<file path="src/rtl/est_pkg.sv">
// Shared types for the embedded operation status generator.
// Assumes the status word is at least 8 bits wide.
package est_pkg;
    typedef enum logic [2:0] {
        ST_IDLE  = 3'd0,
        ST_PROG  = 3'd1,
        ST_ERASE = 3'd2,
        ST_SWAIT = 3'd3,
        ST_SUSP  = 3'd4,
        ST_TOUT  = 3'd5
    } est_state_e;

    localparam int POLL_BIT = 7;
    localparam int TOG_BIT  = 6;
    localparam int TOUT_BIT = 5;
    localparam int ALT_BIT  = 2;

    // toggle lane indices
    localparam int LANE_PRI = 0;
    localparam int LANE_ALT = 1;
    localparam int LANES    = 2;
endpackage

</file>
<file path="src/rtl/est_seq.sv">
// Operation tracker: follows the sequencer events and holds the operation
// state, the captured kind, data bit 7 and sector, and the suspend wait counter.
// Assumes SUSP_LAT >= 2 and one-cycle event pulses from the sequencer.
module est_seq
    import est_pkg::*;
#(
    parameter int SW       = 4,
    parameter int SUSP_LAT = 6
) (
    input  logic          clk,
    input  logic          rst_n,
    input  logic          op_start,
    input  logic          op_erase,
    input  logic          prog_msb,
    input  logic [SW-1:0] op_sect,
    input  logic          op_done,
    input  logic          op_fail,
    input  logic          susp_req,
    input  logic          resume_req,
    input  logic          reset_cmd,
    output est_state_e    state,
    output logic          kind_erase,
    output logic          prog_b7,
    output logic [SW-1:0] sect_q,
    output logic          ry_pull_low
);
    localparam int CW = $clog2(SUSP_LAT + 1);
    localparam logic [CW-1:0] WAIT_LAST = CW'(SUSP_LAT - 1);

    est_state_e    state_nx;
    logic [CW-1:0] cnt_q;
    logic [CW-1:0] cnt_nx;

    // next-state selection; a failure outranks a completion
    always_comb begin
        state_nx = state;
        cnt_nx   = cnt_q;
        unique case (state)
            ST_IDLE: begin
                if (op_start) state_nx = op_erase ? ST_ERASE : ST_PROG;
            end
            ST_PROG: begin
                if (op_fail)      state_nx = ST_TOUT;
                else if (op_done) state_nx = ST_IDLE;
            end
            ST_ERASE: begin
                if (op_fail)       state_nx = ST_TOUT;
                else if (op_done)  state_nx = ST_IDLE;
                else if (susp_req) begin
                    state_nx = ST_SWAIT;
                    cnt_nx   = '0;
                end
            end
            ST_SWAIT: begin
                if (op_fail)                 state_nx = ST_TOUT;
                else if (op_done)            state_nx = ST_IDLE;
                else if (cnt_q == WAIT_LAST) state_nx = ST_SUSP;
                else                         cnt_nx   = cnt_q + 1'b1;
            end
            ST_SUSP: begin
                if (resume_req) state_nx = ST_ERASE;
            end
            ST_TOUT: begin
                if (reset_cmd) state_nx = ST_IDLE;
            end
            default: state_nx = ST_IDLE;
        endcase
    end

    // state and suspend counter registers
    always_ff @(posedge clk) begin
        if (!rst_n) begin
            state <= ST_IDLE;
            cnt_q <= '0;
        end else begin
            state <= state_nx;
            cnt_q <= cnt_nx;
        end
    end

    // operation attributes, captured only when a start is accepted
    always_ff @(posedge clk) begin
        if (!rst_n) begin
            kind_erase <= 1'b0;
            prog_b7    <= 1'b0;
            sect_q     <= '0;
        end else if (state == ST_IDLE && op_start) begin
            kind_erase <= op_erase;
            prog_b7    <= prog_msb;
            sect_q     <= op_sect;
        end
    end

    // open-drain style busy: pull low whenever work is pending
    always_comb begin
        ry_pull_low = !(state == ST_IDLE || state == ST_SUSP);
    end

    AST_SUSP_BOUND: assert property (@(posedge clk) disable iff (!rst_n)
        (state == ST_SWAIT) |-> (cnt_q < CW'(SUSP_LAT)));
    AST_TOUT_STICKY: assert property (@(posedge clk) disable iff (!rst_n)
        (state == ST_TOUT && !reset_cmd) |=> (state == ST_TOUT));
    AST_SUSP_READY: assert property (@(posedge clk) disable iff (!rst_n)
        (state == ST_SUSP) |-> !ry_pull_low);
    AST_START_HELD: assert property (@(posedge clk) disable iff (!rst_n)
        (state != ST_IDLE) |=> ($stable(prog_b7) && $stable(kind_erase) && $stable(sect_q)));
endmodule

</file>
<file path="src/rtl/est_toggle_bank.sv">
// Bank of read-driven toggle flops; each lane inverts when its advance is set
// and otherwise holds. Assumes advances are already qualified by the read path.
module est_toggle_bank #(
    parameter int N = 2
) (
    input  logic         clk,
    input  logic         rst_n,
    input  logic [N-1:0] adv,
    output logic [N-1:0] tog
);
    for (genvar g = 0; g < N; g++) begin : g_lane
        // one toggle flop per lane
        always_ff @(posedge clk) begin
            if (!rst_n)      tog[g] <= 1'b0;
            else if (adv[g]) tog[g] <= ~tog[g];
        end

        AST_TOG_FLIP: assert property (@(posedge clk) disable iff (!rst_n)
            adv[g] |=> (tog[g] != $past(tog[g])));
        AST_TOG_HOLD: assert property (@(posedge clk) disable iff (!rst_n)
            !adv[g] |=> $stable(tog[g]));
    end
endmodule

</file>
<file path="src/rtl/est_rdport.sv">
// Read port: decides per strobe whether a read returns status or array data,
// builds the status word, registers the result and drives the toggle advances.
// Assumes DW >= 8.
module est_rdport
    import est_pkg::*;
#(
    parameter int DW = 8,
    parameter int SW = 4
) (
    input  logic             clk,
    input  logic             rst_n,
    input  est_state_e       state,
    input  logic             kind_erase,
    input  logic             prog_b7,
    input  logic [SW-1:0]    sect_q,
    input  logic             rd_strobe,
    input  logic [SW-1:0]    rd_sect,
    input  logic [DW-1:0]    arr_data,
    input  logic [LANES-1:0] tog,
    output logic [LANES-1:0] adv,
    output logic [DW-1:0]    rd_data,
    output logic             rd_valid
);
    logic          busy_st;
    logic          susp_hit;
    logic          stat_rd;
    logic [DW-1:0] word;

    // classify the current read
    always_comb begin
        busy_st  = (state == ST_PROG) || (state == ST_ERASE) ||
                   (state == ST_SWAIT) || (state == ST_TOUT);
        susp_hit = (state == ST_SUSP) && (rd_sect == sect_q);
        stat_rd  = rd_strobe && (busy_st || susp_hit);
        adv[LANE_PRI] = stat_rd && (state != ST_SUSP);
        adv[LANE_ALT] = stat_rd && kind_erase;
    end

    // assemble the status word
    always_comb begin
        word = '0;
        word[POLL_BIT] = kind_erase ? (state == ST_SUSP) : ~prog_b7;
        word[TOG_BIT]  = tog[LANE_PRI];
        word[TOUT_BIT] = (state == ST_TOUT);
        word[ALT_BIT]  = tog[LANE_ALT];
    end

    // registered read result
    always_ff @(posedge clk) begin
        if (!rst_n) begin
            rd_data  <= '0;
            rd_valid <= 1'b0;
        end else begin
            rd_valid <= rd_strobe;
            if (rd_strobe) rd_data <= stat_rd ? word : arr_data;
        end
    end

    AST_RD_LATENCY: assert property (@(posedge clk) disable iff (!rst_n)
        rd_valid |-> $past(rd_strobe));
    AST_IDLE_PASS: assert property (@(posedge clk) disable iff (!rst_n)
        (rd_strobe && state == ST_IDLE) |=> (rd_data == $past(arr_data)));
    AST_TOUT_FLAG: assert property (@(posedge clk) disable iff (!rst_n)
        (rd_strobe && state == ST_TOUT) |=> rd_data[TOUT_BIT]);
    AST_PROG_POLL: assert property (@(posedge clk) disable iff (!rst_n)
        (rd_strobe && state == ST_PROG) |=> (rd_data[POLL_BIT] == !$past(prog_b7)));
endmodule

</file>
<file path="src/rtl/emb_status_gen.sv">
// Top of the embedded operation status generator: ties the operation tracker,
// the toggle bank and the read port together. Assumes DW >= 8 and that the
// caller supplies the array data for the presented read address.
module emb_status_gen
    import est_pkg::*;
#(
    parameter int DW       = 8,
    parameter int AW       = 12,
    parameter int SECT_LSB = 8,
    parameter int SUSP_LAT = 6
) (
    input  logic                 clk,
    input  logic                 rst_n,
    input  logic                 op_start,
    input  logic                 op_erase,
    input  logic                 prog_msb,
    input  logic [AW-SECT_LSB-1:0] op_sect,
    input  logic                 op_done,
    input  logic                 op_fail,
    input  logic                 susp_req,
    input  logic                 resume_req,
    input  logic                 reset_cmd,
    input  logic                 rd_strobe,
    input  logic [AW-SECT_LSB-1:0] rd_sect,
    input  logic [DW-1:0]        arr_data,
    output logic [DW-1:0]        rd_data,
    output logic                 rd_valid,
    output logic                 ry_pull_low
);
    localparam int SW = AW - SECT_LSB;

    est_state_e       state;
    logic             kind_erase;
    logic             prog_b7;
    logic [SW-1:0]    sect_q;
    logic [LANES-1:0] adv;
    logic [LANES-1:0] tog;

    est_seq #(.SW(SW), .SUSP_LAT(SUSP_LAT)) u_seq (
        .clk        (clk),
        .rst_n      (rst_n),
        .op_start   (op_start),
        .op_erase   (op_erase),
        .prog_msb   (prog_msb),
        .op_sect    (op_sect),
        .op_done    (op_done),
        .op_fail    (op_fail),
        .susp_req   (susp_req),
        .resume_req (resume_req),
        .reset_cmd  (reset_cmd),
        .state      (state),
        .kind_erase (kind_erase),
        .prog_b7    (prog_b7),
        .sect_q     (sect_q),
        .ry_pull_low(ry_pull_low)
    );

    est_toggle_bank #(.N(LANES)) u_tog (
        .clk  (clk),
        .rst_n(rst_n),
        .adv  (adv),
        .tog  (tog)
    );

    est_rdport #(.DW(DW), .SW(SW)) u_rd (
        .clk       (clk),
        .rst_n     (rst_n),
        .state     (state),
        .kind_erase(kind_erase),
        .prog_b7   (prog_b7),
        .sect_q    (sect_q),
        .rd_strobe (rd_strobe),
        .rd_sect   (rd_sect),
        .arr_data  (arr_data),
        .tog       (tog),
        .adv       (adv),
        .rd_data   (rd_data),
        .rd_valid  (rd_valid)
    );
endmodule

</file>
<file path="config.mk">
export PLATFORM = sky130hd
export DESIGN_NAME = emb_status_gen
export DESIGN_NICKNAME = d
export VERILOG_FILES = /design/src/rtl/est_pkg.sv /design/src/rtl/est_seq.sv /design/src/rtl/est_toggle_bank.sv /design/src/rtl/est_rdport.sv /design/src/rtl/emb_status_gen.sv
export SDC_FILE = /design/constraint.sdc
export NUM_CORES = 1
export LEC_CHECK = 0
export BUFFER_PORTS_ARGS = -buffer_cell sky130_fd_sc_hd__clkbuf_2
export CORE_MARGIN = 2
export CORE_UTILIZATION = 35
export CTS_CLUSTER_DIAMETER = 50
export DETAILED_ROUTE_END_ITERATION = 12
export SLEW_MARGIN = 10
export SYNTH_ARGS = -nofsm -noshare
export SYNTH_HDL_FRONTEND = slang
export SYNTH_HIERARCHICAL = 1
export SYNTH_SLANG_ARGS = --single-unit
</file>
<file path="constraint.sdc">
create_clock -name clk -period 1.8 [get_ports clk]
set_input_delay 0.18 -clock clk [delete_from_list [all_inputs] [get_ports clk]]
set_output_delay 0.18 -clock clk [all_outputs]
set_load 0.005 [all_outputs]
</file>
Word level (Yosys, flattened, before mapping)
Index checks and enable logic that the tools add are counted.
W data, S select, Z words.
- flip-flop bits (word level): 23
- input bits: 27
- output and inout port bits: 10
- word-level logic and storage cells: 70
- $add $sub $neg: 1
- equality and inequality tests: 20
- multiplexer cells: 22
- bitwise gates (word level): 3
- reduce and logical (&&, ||, !) cells: 15
- operator list (cell ; number):
    $mux W3 ; 17
    $ne A2 B2 Y1 const B ; 9
    $pmux W3 S6 ; 1
    $eq A3 B3 Y1 const B ; 3
    $mux W8 ; 1
    $ne A4 B4 Y1 const B ; 2
    $reduce_and A7 Y1 ; 1
    $eq A3 B2 Y1 const B ; 2
    $ne A3 B3 Y1 const B ; 2
    $pmux W3 S2 ; 1
    $reduce_and A6 Y1 ; 1
    $logic_and A1 B1 Y1 ; 5
    $logic_or A1 B1 Y1 ; 5
    $eq A4 B4 Y1 ; 1
    $add A3 B1 Y3 const B ; 1
    $eq A3 B1 Y1 const B ; 1
    $logic_not A3 Y1 ; 1
    $not A1 Y1 ; 3
    $mux W2 ; 1
    $reduce_bool A2 Y1 ; 1
    $logic_not A1 Y1 ; 1
    $mux W1 ; 1

Depth between registers and ports, before layout
Gate-level depths: netlist (run 1).
- word-level depth: 7
- mapped depth: 7
- depth with buffers taken out: 6

By module
The synthesis (run 1) kept the hierarchy.
- by module, submodules not included (module ; instances ; cells an instance ; area an instance (sq um) ; sequential area each (sq um)):
    est_seq ; 1 ; 74 ; 679.4 ; 240.2
    est_rdport ; 1 ; 71 ; 573.0 ; 180.2
    est_toggle_bank ; 1 ; 6 ; 70.1 ; 40.0

Worst setup path before layout (run 1)
OpenSTA, ideal clock, no wires.
- kind: register to register
- start point: register u_seq.state[2]
- end point: register u_seq.cnt_q[2]
- library setup time: 0.116 ns
- arrival: 1.495 ns
- data required time: 1.684 ns
- path slack: 0.189 ns
- cell stages (with the launch flop): 6
- buffers on the path: 1
- clock period less this slack: 1.611 ns
- cells stage by stage: dfxtp_1 > buf_6 > or3_4 > nor3_1 > o21ai_0 > a31o_2
- word-level cells in the longest chain between the ends: 3
- elaborated cells between the ends (all ways): 11
- classes of those cells: eq/ne: 8; mux: 1; reduce/logical: 2
- RTL lines (element ; RTL line ; source):
    start, declared ; est_seq.sv:21 ; output est_state_e state,
    start signal, assigned ; est_seq.sv:76 ; state <= state_nx;
    $eq A3 B2 Y1 ; est_seq.sv:38 ; unique case (state)
    $ne A2 B2 Y1 (no source line) / $reduce_bool A2 Y1 (equally long branches) ; -- ;
    $reduce_and A7 Y1 (no source line) ; -- ;
    end signal, assigned ; est_seq.sv:77 ; cnt_q <= cnt_nx;
    end, declared ; est_seq.sv:31 ; logic [CW-1:0] cnt_q;
Several ways; a longest one is shown, not always the timed one.
A chain may end at the register's enable or synchronous reset.

Final worst setup path (run 1)
- start point: register u_seq.state[1]
- end point: register u_seq.sect_q[1]
- word-level cells in the longest chain between the ends: 2
- RTL lines (element ; RTL line ; source):
    $logic_not A3 Y1 ; est_seq.sv:87 ; end else if (state == ST_IDLE && op_start) begin
    $logic_and A1 B1 Y1 ; est_seq.sv:87 ;
    end signal, assigned ; est_seq.sv:90 ; sect_q <= op_sect;
    end, declared ; est_seq.sv:24 ; output logic [SW-1:0] sect_q,
Every way passes these cells.

==> results of run 1 <==
==> report_power, final <==
group | leakage [uW] | internal (uW) | switching (uW)
sequential | 0.000189 | 618 | 117
clock | 0.0000255 | 155 | 167
combinational | 0.000487 | 455 | 499
==> routing by layer <==
metal	part of all wire	global-route usage
met4	0.0071	0.04167
met5	0	0
met3	0.047	0.03767
met2	0.49	0.2704
met1	0.45	0.1788
==> worst reg2reg max path: cells and delay by family, from the launching register on <==
kind / cells / cell delay (ps)
flip-flops: 1 / 410
multiplexers: 1 / 240
AND/OR/NAND/NOR: 3 / 870
==> cells by family (layout without fill, tap and decap cells) <==
family | after synthesis | in the layout | synth area share
AND/OR/NAND/NOR | 65 | 65 | 0.3122
AO/OA/AOI/OAI | 30 | 30 | 0.1495
XOR/XNOR | 6 | 6 | 0.03973
flip-flops | 23 | 23 | 0.3482
multiplexers | 11 | 11 | 0.08515
adder cells (fa/ha/maj) | 2 | 2 | 0.01892
buffers and inverters | 14 | 51 | 0.04635
==> per-stage QoR <==
step                hold WS (ps)  instance area (um2)    util  instances
floorplan                  301.7                 1323       -        151
global placement           415.1                 1569  0.4318        232
detailed placement         435.7                 1569  0.4318        232
CTS                        143.4                 1615  0.4446        236
global route               157.8                 1619  0.4456        236
finish                     147.1                 1619  0.4456        236
==> cell usage in the layout (no fill, tap or decap), drive strengths merged, types with 2 or more instances in the layout <==
| cell type | synthesis | layout |
|---|---|---|
| a2111oi | 2 | 2 |
| a211oi | 2 | 2 |
| a21oi | 7 | 7 |
| a31o | 2 | 2 |
| and2 | 4 | 4 |
| buf | 2 | 7 |
| clkbuf | 8 | 39 |
| dfxtp | 23 | 23 |
| ha | 2 | 2 |
| inv | 4 | 4 |
| mux2 | 2 | 2 |
| mux2i | 9 | 9 |
| nand2 | 11 | 11 |
| nand2b | 5 | 5 |
| nand3 | 2 | 2 |
| nand3b | 5 | 5 |
| nand4 | 3 | 3 |
| nor2 | 7 | 7 |
| nor2b | 12 | 12 |
| nor3 | 4 | 4 |
| nor4 | 2 | 2 |
| nor4b | 2 | 2 |
| o21ai | 7 | 7 |
| o22ai | 2 | 2 |
| o311ai | 2 | 2 |
| o31ai | 3 | 3 |
| xor2 | 6 | 6 |
==> layout make-up <==
cell class / count / area [um2]
repair buffers: 43 / 232.7
multi-input cells: 114 / 804.5
well taps: 48 / 60.06
inverters: 4 / 15.01
fillers: 375 / 2014
clock buffers: 3 / 41.29
clock inverters: 1 / 5.005
flip-flops and latches: 23 / 460.4
==> sequential cells by signal (all words and copies together) (netlist names) <==
| signal | cells |
|---|---|
| u_seq/state | 3 |
| u_rd/rd_data | 8 |
| u_seq/kind_erase | 1 |
| u_seq/sect_q | 4 |
| u_rd/rd_valid | 1 |
| u_seq/prog_b7 | 1 |
| u_seq/cnt_q | 3 |
| u_tog/tog | 2 |
==> what timing repair did <==
action	CTS	global route
setup buffers	0	0
resized for setup	0	1
setup endpoints to repair	0	1
endpoints found under the hold margin	0	0
==> worst paths after layout <==
| path | slack [ps] | cells after the start | startpoint | end |
|---|---|---|---|---|
| worst min register to register | 470 | 2 | u_rd/rd_data[1] | u_rd/rd_data[1] |
| worst max-delay path | 170 | 4 | u_seq/state[1] | u_seq/sect_q[1] |
| worst max register to register | 170 | 4 | u_seq/state[1] | u_seq/sect_q[1] |
| worst min-delay path | 150 | 3 | arr_data[4] | u_rd/rd_data[4] |
==> synth_stat cells, drive strengths merged <==
cell type  count  area (um2)
o31ai          3       22.52
o311ai         2       17.52
dfxtp         23       460.4
nand3b         5       37.54
nand4          3       18.77
or3            1       11.26
or4            1       11.26
clkbuf         8       30.03
nor3           4       20.02
ha             2       25.02
nor4b          2       17.52
buf            2       16.26
mux2i          9       90.09
nand3          2       10.01
or2            1       6.260
and4b          1       10.01
a211oi         2       15.01
o21ai          7       35.03
and2b          1       8.760
a22oi          1       7.510
nand2b         5       31.28
o22ai          2       12.51
and2           4       25.02
mux2           2       22.52
nor4           2       27.53
a31oi          1       6.260
a2111oi        2       20.02
a31o           2       17.52
nand4b         1       8.760
nor2b         12       75.07
xor2           6       52.55
nor2           7       26.28
nor3b          1       18.77
nand2         11       41.29
inv            4       15.01
a21oi          7       35.03
and3           1       7.510
o221ai         1       8.760
==> key figures, run 1 <==
Route
  – Number of DRC markers after the initial detailed-route iteration: 63
  – WL per Instance: 12.45 um
  – Total wire length after detailed routing: 2939 um
  – DRT Pass-1 Iters: 4
  – Vias per std cell: 5.199
  – Number of vias after detailed routing: 1227
  – Number of nets with antenna violations after routing: 0
  – Post-detailed-route DRC marker count: 0

Global routing
  – Maximum number of pins on one net before global-route repair: 22
  – Number of global-route vias before repair: ~1200
  – All-Layer GR Usage: 0.1513
  – Number of antenna violations at the first check in global routing: 0
  – Overflow left after global routing: 0
  – First-pass GRT wire length: 5119 um

Setup path
  – Type of element capturing the critical path: flop
  – Critical-path top delay cell: sky130_fd_sc_hd__nor3b_4
  – Path type of the worst setup path: flop to flop
  – Number of buffer and inverter stages on the critical path: 0
  – Crit start category: flop
  – Longest individual stage delay on the worst path: 420 ps
  – Arrival time reported for the critical path endpoint: 1790 ps
  – List of cells traversed by the critical path: or2_2 -> nor3b_4 -> mux2i_1 -> nor2b_1
  – CP required: about 2000 ps
  – Cell type group with the largest total delay on the critical path: simple AND/OR/NAND/NOR gates
  – CP Max Fanout: 12

Clocking
  – Number of H-tree levels: 1
  – Worst-skew pair later-pin latency: around 270 ps
  – Clk Tree Root Cell: sky130_fd_sc_hd__clkbuf_8
  – Clock tree from TritonCTS: done
  – Buffer depth of the longest clock path: 2
  – Hold_buf cts: 0
  – CTS Buf Count: 3
  – TritonCTS Sinks: 23
  – Clock slew at the register clock pins of the worst setup and hold paths: 80 ps

Timing
  – Unrepaired setup endpoints after global routing: false
  – Final number of max-transition violations: 0
  – Time the worst path needs with I/O delays and setup: 1627 ps
  – Final Hold Violating Endpoints: 0
  – Setup violators final: 0
  – Worst Clk Skew: roughly 4.5 ps
  – Tcrit/Tclk final: 0.9040
  – Peak Freq: 0.6145 GHz
  – Final worst setup slack: 172.8 ps
  – Final setup TNS: 0 ps
  – Max-Slew Margin vs Limit: 0.7179
  – Least-Margin Pin Slew: around 420 ps

Synth
  – Post-synthesis area per instance: 8.758 um2
  – Post-Synthesis Net Count: 180
  – Area of the mapped netlist: 0.001323 mm2
  – Synthesized instance count: 151
  – Number of distinct library cells after synthesis: 40
  – Register bit count reported by yosys: 23
  – Synthesis warning total: 6
  – Part of the Yosys area used for sequential elements: 0.3482

Floorplanning
  – Initial core utilization: 0.3640
  – Number of rows created at floorplan: 22
  – Area of the core: 0.003633 mm2
  – Floorplan die height: roughly 65 um
  – I/O pin count: 37
  – Overall die area: between 0.004 and 0.005 mm2
  – Horiz. Die Dim: 65.47 um

Placement
  – Routability congestion estimate: 0.8288
  – Port bufs: 36
  – Placed wire-length estimate: 2326 um
  – Post-placement worst setup slack: 181.8 ps

Finish
  – Nets: around 220
  – Antenna cell count: 0
  – Area growth from synthesis to layout: 22.42%
  – Layout cells sized above 1: 0.3138

Run status
  – Status: complete, no violations

Power
  – Power density over the cells: around 1200 mW/mm2
  – Final Power: 2011 uW
  – Cell leakage power: 0.0007012 uW
  – Worst supply voltage drop on vdd: 0.6537 mV

Job
  – Maximum Capacitance Violations: 0

Hold path
  – Path type of the worst min-delay path: input pin to flop
Note: power is estimated with default switching activity, not from simulation.
==> run 2: changes to the inputs <==
Settings changed: SETUP_SLACK_MARGIN from default to 0.2.
==> key figures, run 2 (synthesized netlist as in run 1, its figures left out) <==
Run status
  – Status: complete, no violations

Clocking
  – Number of H-tree levels: 1
  – Clock tree from TritonCTS: done
  – TritonCTS Sinks: 23
  – Hold_buf cts: 0
  – Clock slew at the register clock pins of the worst setup and hold paths: roughly 80 ps
  – CTS Buf Count: 3
  – Buffer depth of the longest clock path: 2
  – Clk Tree Root Cell: sky130_fd_sc_hd__clkbuf_8
  – Worst-skew pair later-pin latency: 270 ps

Floorplanning
  – Overall die area: 0.004286 mm2
  – Area of the core: 0.003633 mm2
  – I/O pin count: 37
  – Floorplan die height: approximately 65 um
  – Horiz. Die Dim: 65.47 um
  – Number of rows created at floorplan: 22
  – Initial core utilization: 0.3640

Placement
  – Instance area after placement: 0.001567 mm2
  – Routability congestion estimate: approximately 0.95
  – Placed Cells: 231
  – Port bufs: 36
  – Post-placement worst setup slack: 98.97 ps
  – Placed wire-length estimate: 2273 um

Hold path
  – Hold Path Stages: 3
  – Worst hold path startpoint: arr_data[4]
  – Path type of the worst min-delay path: input pin to flop
  – Hold endpoint: u_rd/rd_data[4]

Power
  – Power density over the cells: 1251 mW/mm2
  – Reg power frac: 0.368
  – Proportion of power drawn by the clock network: 0.154
  – Sw Ratio: 0.3798
  – Worst supply voltage drop on vdd: approximately 0.66 mV
  – Int Power: approximately 1300 uW
  – Final Power: 2121 uW
  – Combinational power share: 0.478
  – Power dissipated by switching net loads: between 800 and 900 uW
  – Cell leakage power: 0.0007235 uW

Setup path
  – Number of buffer and inverter stages on the critical path: 0
  – Internal reg-to-reg setup slack: 240 ps
  – Type of element capturing the critical path: flop
  – Cell type group with the largest total delay on the critical path: simple AND/OR/NAND/NOR gates
  – Critical-path top delay cell: sky130_fd_sc_hd__or4_4
  – FF-to-FF path depth: 3
  – Stages on the worst setup path: 3
  – CP required: 2000 ps
  – Crit start category: flop
  – List of cells traversed by the critical path: or3_4 -> or4_4 -> o22ai_1
  – CP Max Fanout: 4
  – Crit Reg-Reg Endpoint: u_seq/cnt_q[0]
  – FF-to-FF Start: u_seq/state[2]
  – Arrival time reported for the critical path endpoint: 1760 ps
  – Longest individual stage delay on the worst path: 550 ps
  – Path type of the worst setup path: flop to flop

Finish
  – Most common cell after layout, fill and taps aside: sky130_fd_sc_hd__clkbuf_2
  – Nets: 222
  – Area growth from synthesis to layout: 28.19%
  – Flip-flop count of the largest register after layout: 8
  – Final standard cell area without fillers: 0.001695 mm2
  – Combined area of the multi-input logic cells: ~830 um2
  – Number of fill cells: about 360
  – Antenna cell count: 0
  – Largest registers ranked by flip-flop count: u_rd/rd_data (8), u_seq/sect_q (4)
  – Register containing the most flip-flops in the final layout: u_rd/rd_data
  – Cell Count, Final, Fillers Out: 240
  – Layout cells sized above 1: 0.3594
  – Commonest cells after routing, fill and taps aside: 36 x sky130_fd_sc_hd__clkbuf_2, 19 x sky130_fd_sc_hd__dfxtp_1, 12 x sky130_fd_sc_hd__nor2b_1
  – Footprint of the flip-flops and latches: 470.5 um2

Timing
  – Final number of max-transition violations: 0
  – Least-Margin Pin Slew: 410.9 ps
  – Time the worst path needs with I/O delays and setup: 1558 ps
  – Tcrit/Tclk final: 0.8655
  – Peak Freq: 0.6419 GHz
  – Max-Slew Margin vs Limit: 0.7232
  – Final setup TNS: 0 ps
  – Worst Clk Skew: 3.746 ps
  – Final worst setup slack: 242.2 ps
  – Unrepaired setup endpoints after global routing: true
  – Final Hold Violating Endpoints: 0
  – Setup violators final: 0

Global routing
  – First-pass GRT wire length: ~5100 um
  – All-Layer GR Usage: 0.1527
  – Maximum number of pins on one net before global-route repair: 22
  – Number of global-route vias before repair: approximately 1200
  – Number of antenna violations at the first check in global routing: 0
  – Overflow left after global routing: 0

Route
  – Total wire length after detailed routing: 3028 um
  – Vias per std cell: 5.092
  – Number of DRC markers after the initial detailed-route iteration: 52
  – WL per Instance: 12.62 um
  – Post-detailed-route DRC marker count: 0
  – Number of vias after detailed routing: 1222
  – DRT Pass-1 Iters: 4
  – Number of nets with antenna violations after routing: 0

Job
  – Maximum Capacitance Violations: 0
## run 2: cell types whose count changed in the layout (fill, tap and decap cells not counted), moves of 2 or more
cell                       before  now
sky130_fd_sc_hd__dfxtp_4        0    2
sky130_fd_sc_hd__dfxtp_2        0    2
sky130_fd_sc_hd__dfxtp_1       23   19
sky130_fd_sc_hd__buf_4          7   10
sky130_fd_sc_hd__o311ai_0       2    0
sky130_fd_sc_hd__o311ai_1       0    2
## run 2: worst min-delay path: stages
cell and delay [ps]:
sky130_fd_sc_hd__clkbuf_2 80, sky130_fd_sc_hd__nand4_1 70, sky130_fd_sc_hd__nand2_1 50
## run 2: power groups by stage
stage	combinational, uW	clock, uW	sequential (uW)
after floorplan	735	0	691
after global placement	866	0	783
after detailed placement	886	0	793
after CTS	983	339	774
after global routing	1120	363	808
final	1010	327	781
## run 2: per-layer routing
metal / vias up / part of all wire / track usage
met5: - / 0 / 0
met4: 0 / 0.022 / 0.08073
met3: 5 / 0.046 / 0.02055
met2: 37 / 0.46 / 0.2564
met1: 558 / 0.47 / 0.1890
li1: 622 / - / -
## run 2: worst max path at each step
stage                     slack (ps)       startpoint              end
after floorplan                  210   u_seq/state[2]   u_seq/cnt_q[2]
final                            240   u_seq/state[2]   u_seq/cnt_q[0]
after detailed placement         100   u_seq/state[0]  u_rd/rd_data[5]
after CTS                        210   u_seq/cnt_q[1]   u_seq/cnt_q[2]
after global placement           160   u_seq/state[2]   u_seq/cnt_q[2]
after global routing             160  u_seq/sect_q[3]  u_rd/rd_data[5]
## run 2: layout make-up
class / count / area share
Multi-Input combinational cell: 114 / 0.4893
Sequential cell: 23 / 0.2775
Timing Repair Buffer: 47 / 0.1624
Tap cell: 48 / 0.03542
Clock buffer: 4 / 0.02657
Inverter: 4 / 0.008856
## run 2: per-stage QoR
step | hold WS, ps | utilization
after global routing | 158.7 | 0.4666
after global placement | 422.1 | 0.4311
after floorplan | 301.7 | -
after detailed placement | 431.4 | 0.4311
final | 156.3 | 0.4666
after CTS | 145.7 | 0.4549
## run 2: repair_timing
item / CTS / global route
gates resized for setup: 4 / 10
buffers inserted: 3 / 2
pin swaps: 1 / 2
setup endpoints to repair: 17 / 7
==> run 3: changes to the inputs <==
Settings changed: BUFFER_PORTS_ARGS -buffer_cell sky130_fd_sc_hd__clkbuf_2 to -buffer_cell sky130_fd_sc_hd__buf_2.
==> key figures, run 3 (synthesized netlist as in run 1, its figures left out) <==
Finish
  – Layout cells sized above 1: 0.3545
  – Nets: 219
  – Antenna cell count: 0
  – Commonest cells after routing, fill and taps aside: 36 x sky130_fd_sc_hd__buf_2, 19 x sky130_fd_sc_hd__dfxtp_1, 12 x sky130_fd_sc_hd__nor2b_1
  – Most common cell after layout, fill and taps aside: sky130_fd_sc_hd__buf_2
  – Core Util, Final: 0.4638
  – Largest registers ranked by flip-flop count: u_rd/rd_data (8), u_seq/sect_q (4)
  – Flip-flop count of the largest register after layout: 8
  – Register containing the most flip-flops in the final layout: u_rd/rd_data
  – Area growth from synthesis to layout: 27.44%

Floorplanning
  – Floorplan die height: 65.47 um
  – I/O pin count: 37
  – Area of the core: 0.003633 mm2
  – Overall die area: 0.004286 mm2
  – Number of rows created at floorplan: 22
  – Horiz. Die Dim: 65.47 um
  – Initial core utilization: 0.3640

Global routing
  – Overflow left after global routing: 0
  – Number of global-route vias before repair: ~1200
  – First-pass GRT wire length: 5092 um
  – Maximum number of pins on one net before global-route repair: 27
  – Number of antenna violations at the first check in global routing: 0
  – All-Layer GR Usage: 0.1520

Route
  – Number of DRC markers after the initial detailed-route iteration: 41
  – Vias per std cell: 5.101
  – WL per Instance: 12.79 um
  – Total wire length after detailed routing: 3031 um
  – Number of nets with antenna violations after routing: 0
  – DRT Pass-1 Iters: 4
  – Post-detailed-route DRC marker count: 0
  – Number of vias after detailed routing: 1209

Timing
  – Setup violators final: 0
  – Max-Slew Margin vs Limit: 0.7328
  – Final Hold Violating Endpoints: 0
  – Final worst setup slack: 236.9 ps
  – Least-Margin Pin Slew: slightly below 400 ps
  – Final number of max-transition violations: 0
  – Tcrit/Tclk final: 0.8684
  – Time the worst path needs with I/O delays and setup: between 1500 and 2000 ps
  – Peak Freq: 0.6398 GHz
  – Worst Clk Skew: 2.643 ps
  – Unrepaired setup endpoints after global routing: true
  – Final setup TNS: 0 ps

Hold path
  – Hold Path Stages: 2
  – Path type of the worst min-delay path: input pin to flop
  – Hold endpoint: u_rd/rd_data[7]
  – Worst hold path startpoint: arr_data[7]

Setup path
  – Path type of the worst setup path: flop to flop
  – Crit start category: flop
  – List of cells traversed by the critical path: or3_4 -> or4_4 -> nor2_2 -> a31o_2
  – CP required: 2010 ps
  – Number of buffer and inverter stages on the critical path: 0
  – Longest individual stage delay on the worst path: 540 ps
  – Arrival time reported for the critical path endpoint: around 1800 ps
  – Internal reg-to-reg setup slack: 240 ps
  – Critical-path top delay cell: sky130_fd_sc_hd__or4_4
  – CP Max Fanout: 4
  – FF-to-FF Start: u_seq/state[2]
  – Crit Reg-Reg Endpoint: u_seq/cnt_q[2]
  – FF-to-FF path depth: 4
  – Type of element capturing the critical path: flop
  – Cell type group with the largest total delay on the critical path: simple AND/OR/NAND/NOR gates

Clocking
  – Clock slew at the register clock pins of the worst setup and hold paths: 80 ps
  – Hold_buf cts: 0
  – CTS Buf Count: 3
  – Worst-skew pair later-pin latency: 260 ps
  – Buffer depth of the longest clock path: 2
  – Clk Tree Root Cell: sky130_fd_sc_hd__clkbuf_8
  – Number of H-tree levels: 1
  – TritonCTS Sinks: 23
  – Clock tree from TritonCTS: done

Placement
  – Routability congestion estimate: 0.9491
  – Post-placement worst setup slack: 57.40 ps
  – Port bufs: 36
  – Placed wire-length estimate: 2217 um

Power
  – Sw Ratio: 0.3804
  – Combinational power share: 0.482
  – Cell leakage power: 0.0007161 uW
  – Reg power frac: 0.368
  – Power density over the cells: 1263 mW/mm2
  – Proportion of power drawn by the clock network: 0.150
  – Worst supply voltage drop on vdd: 0.4703 mV
  – Int Power: 1319 uW
  – Power dissipated by switching net loads: 810.0 uW
  – Final Power: 2129 uW

Job
  – Maximum Capacitance Violations: 0

Run status
  – Status: complete, no violations
## run 3: per-layer routing
layer	GRT usage	vias up	routed length, um
met2	0.2691	30	1455
met3	0.02226	4	119
li1	-	616	-
met1	0.1799	559	1403
met4	0.07031	0	53
met5	0	-	0
## run 3: per-stage QoR
step | instances | area (um2) | hold WS [ps]
after floorplan | 151 | 1328 | 301.7
after global placement | 230 | 1559 | 414.4
after detailed placement | 230 | 1559 | 431.3
after CTS | 235 | 1632 | 149.6
after global routing | 237 | 1685 | 160.1
final | 237 | 1685 | 157.6
## run 3: area by class of cell
class / instances / area (um2)
repair buffers: 44 / 265.3
flip-flops and latches: 23 / 470.5
clock buffers: 3 / 41.29
multi-input cells: 114 / 828.3
inverters: 4 / 15.01
well taps: 48 / 60.06
clock inverters: 1 / 5.005
fillers: 375 / 1948
## run 3: power by group through the flow
stage          clock network (uW)  registers [uW]  logic [uW]
6_report                      319             783        1030
4_1_cts                       334             776         953
2_1_floorplan                   0             691         735
3_3_place_gp                    0             780         869
5_1_grt                       352             811        1120
3_5_place_dp                    0             790         895
## run 3: worst max path at each step
stage	from	to	cells after the start
CTS	u_seq/state[0]	u_rd/rd_data[5]	6
global placement	u_seq/state[0]	u_rd/rd_data[5]	6
detailed placement	u_seq/state[0]	u_rd/rd_data[5]	6
finish	u_seq/state[2]	u_seq/cnt_q[2]	4
floorplan	u_seq/state[2]	u_seq/cnt_q[2]	5
global route	u_seq/sect_q[1]	u_rd/rd_data[2]	5
## run 3: repair_timing
item | 4_1_cts | 5_1_grt
resized for setup | 4 | 8
setup buffers | 1 | 2
setup endpoints to repair | 18 | 17
pin swaps | 1 | 5
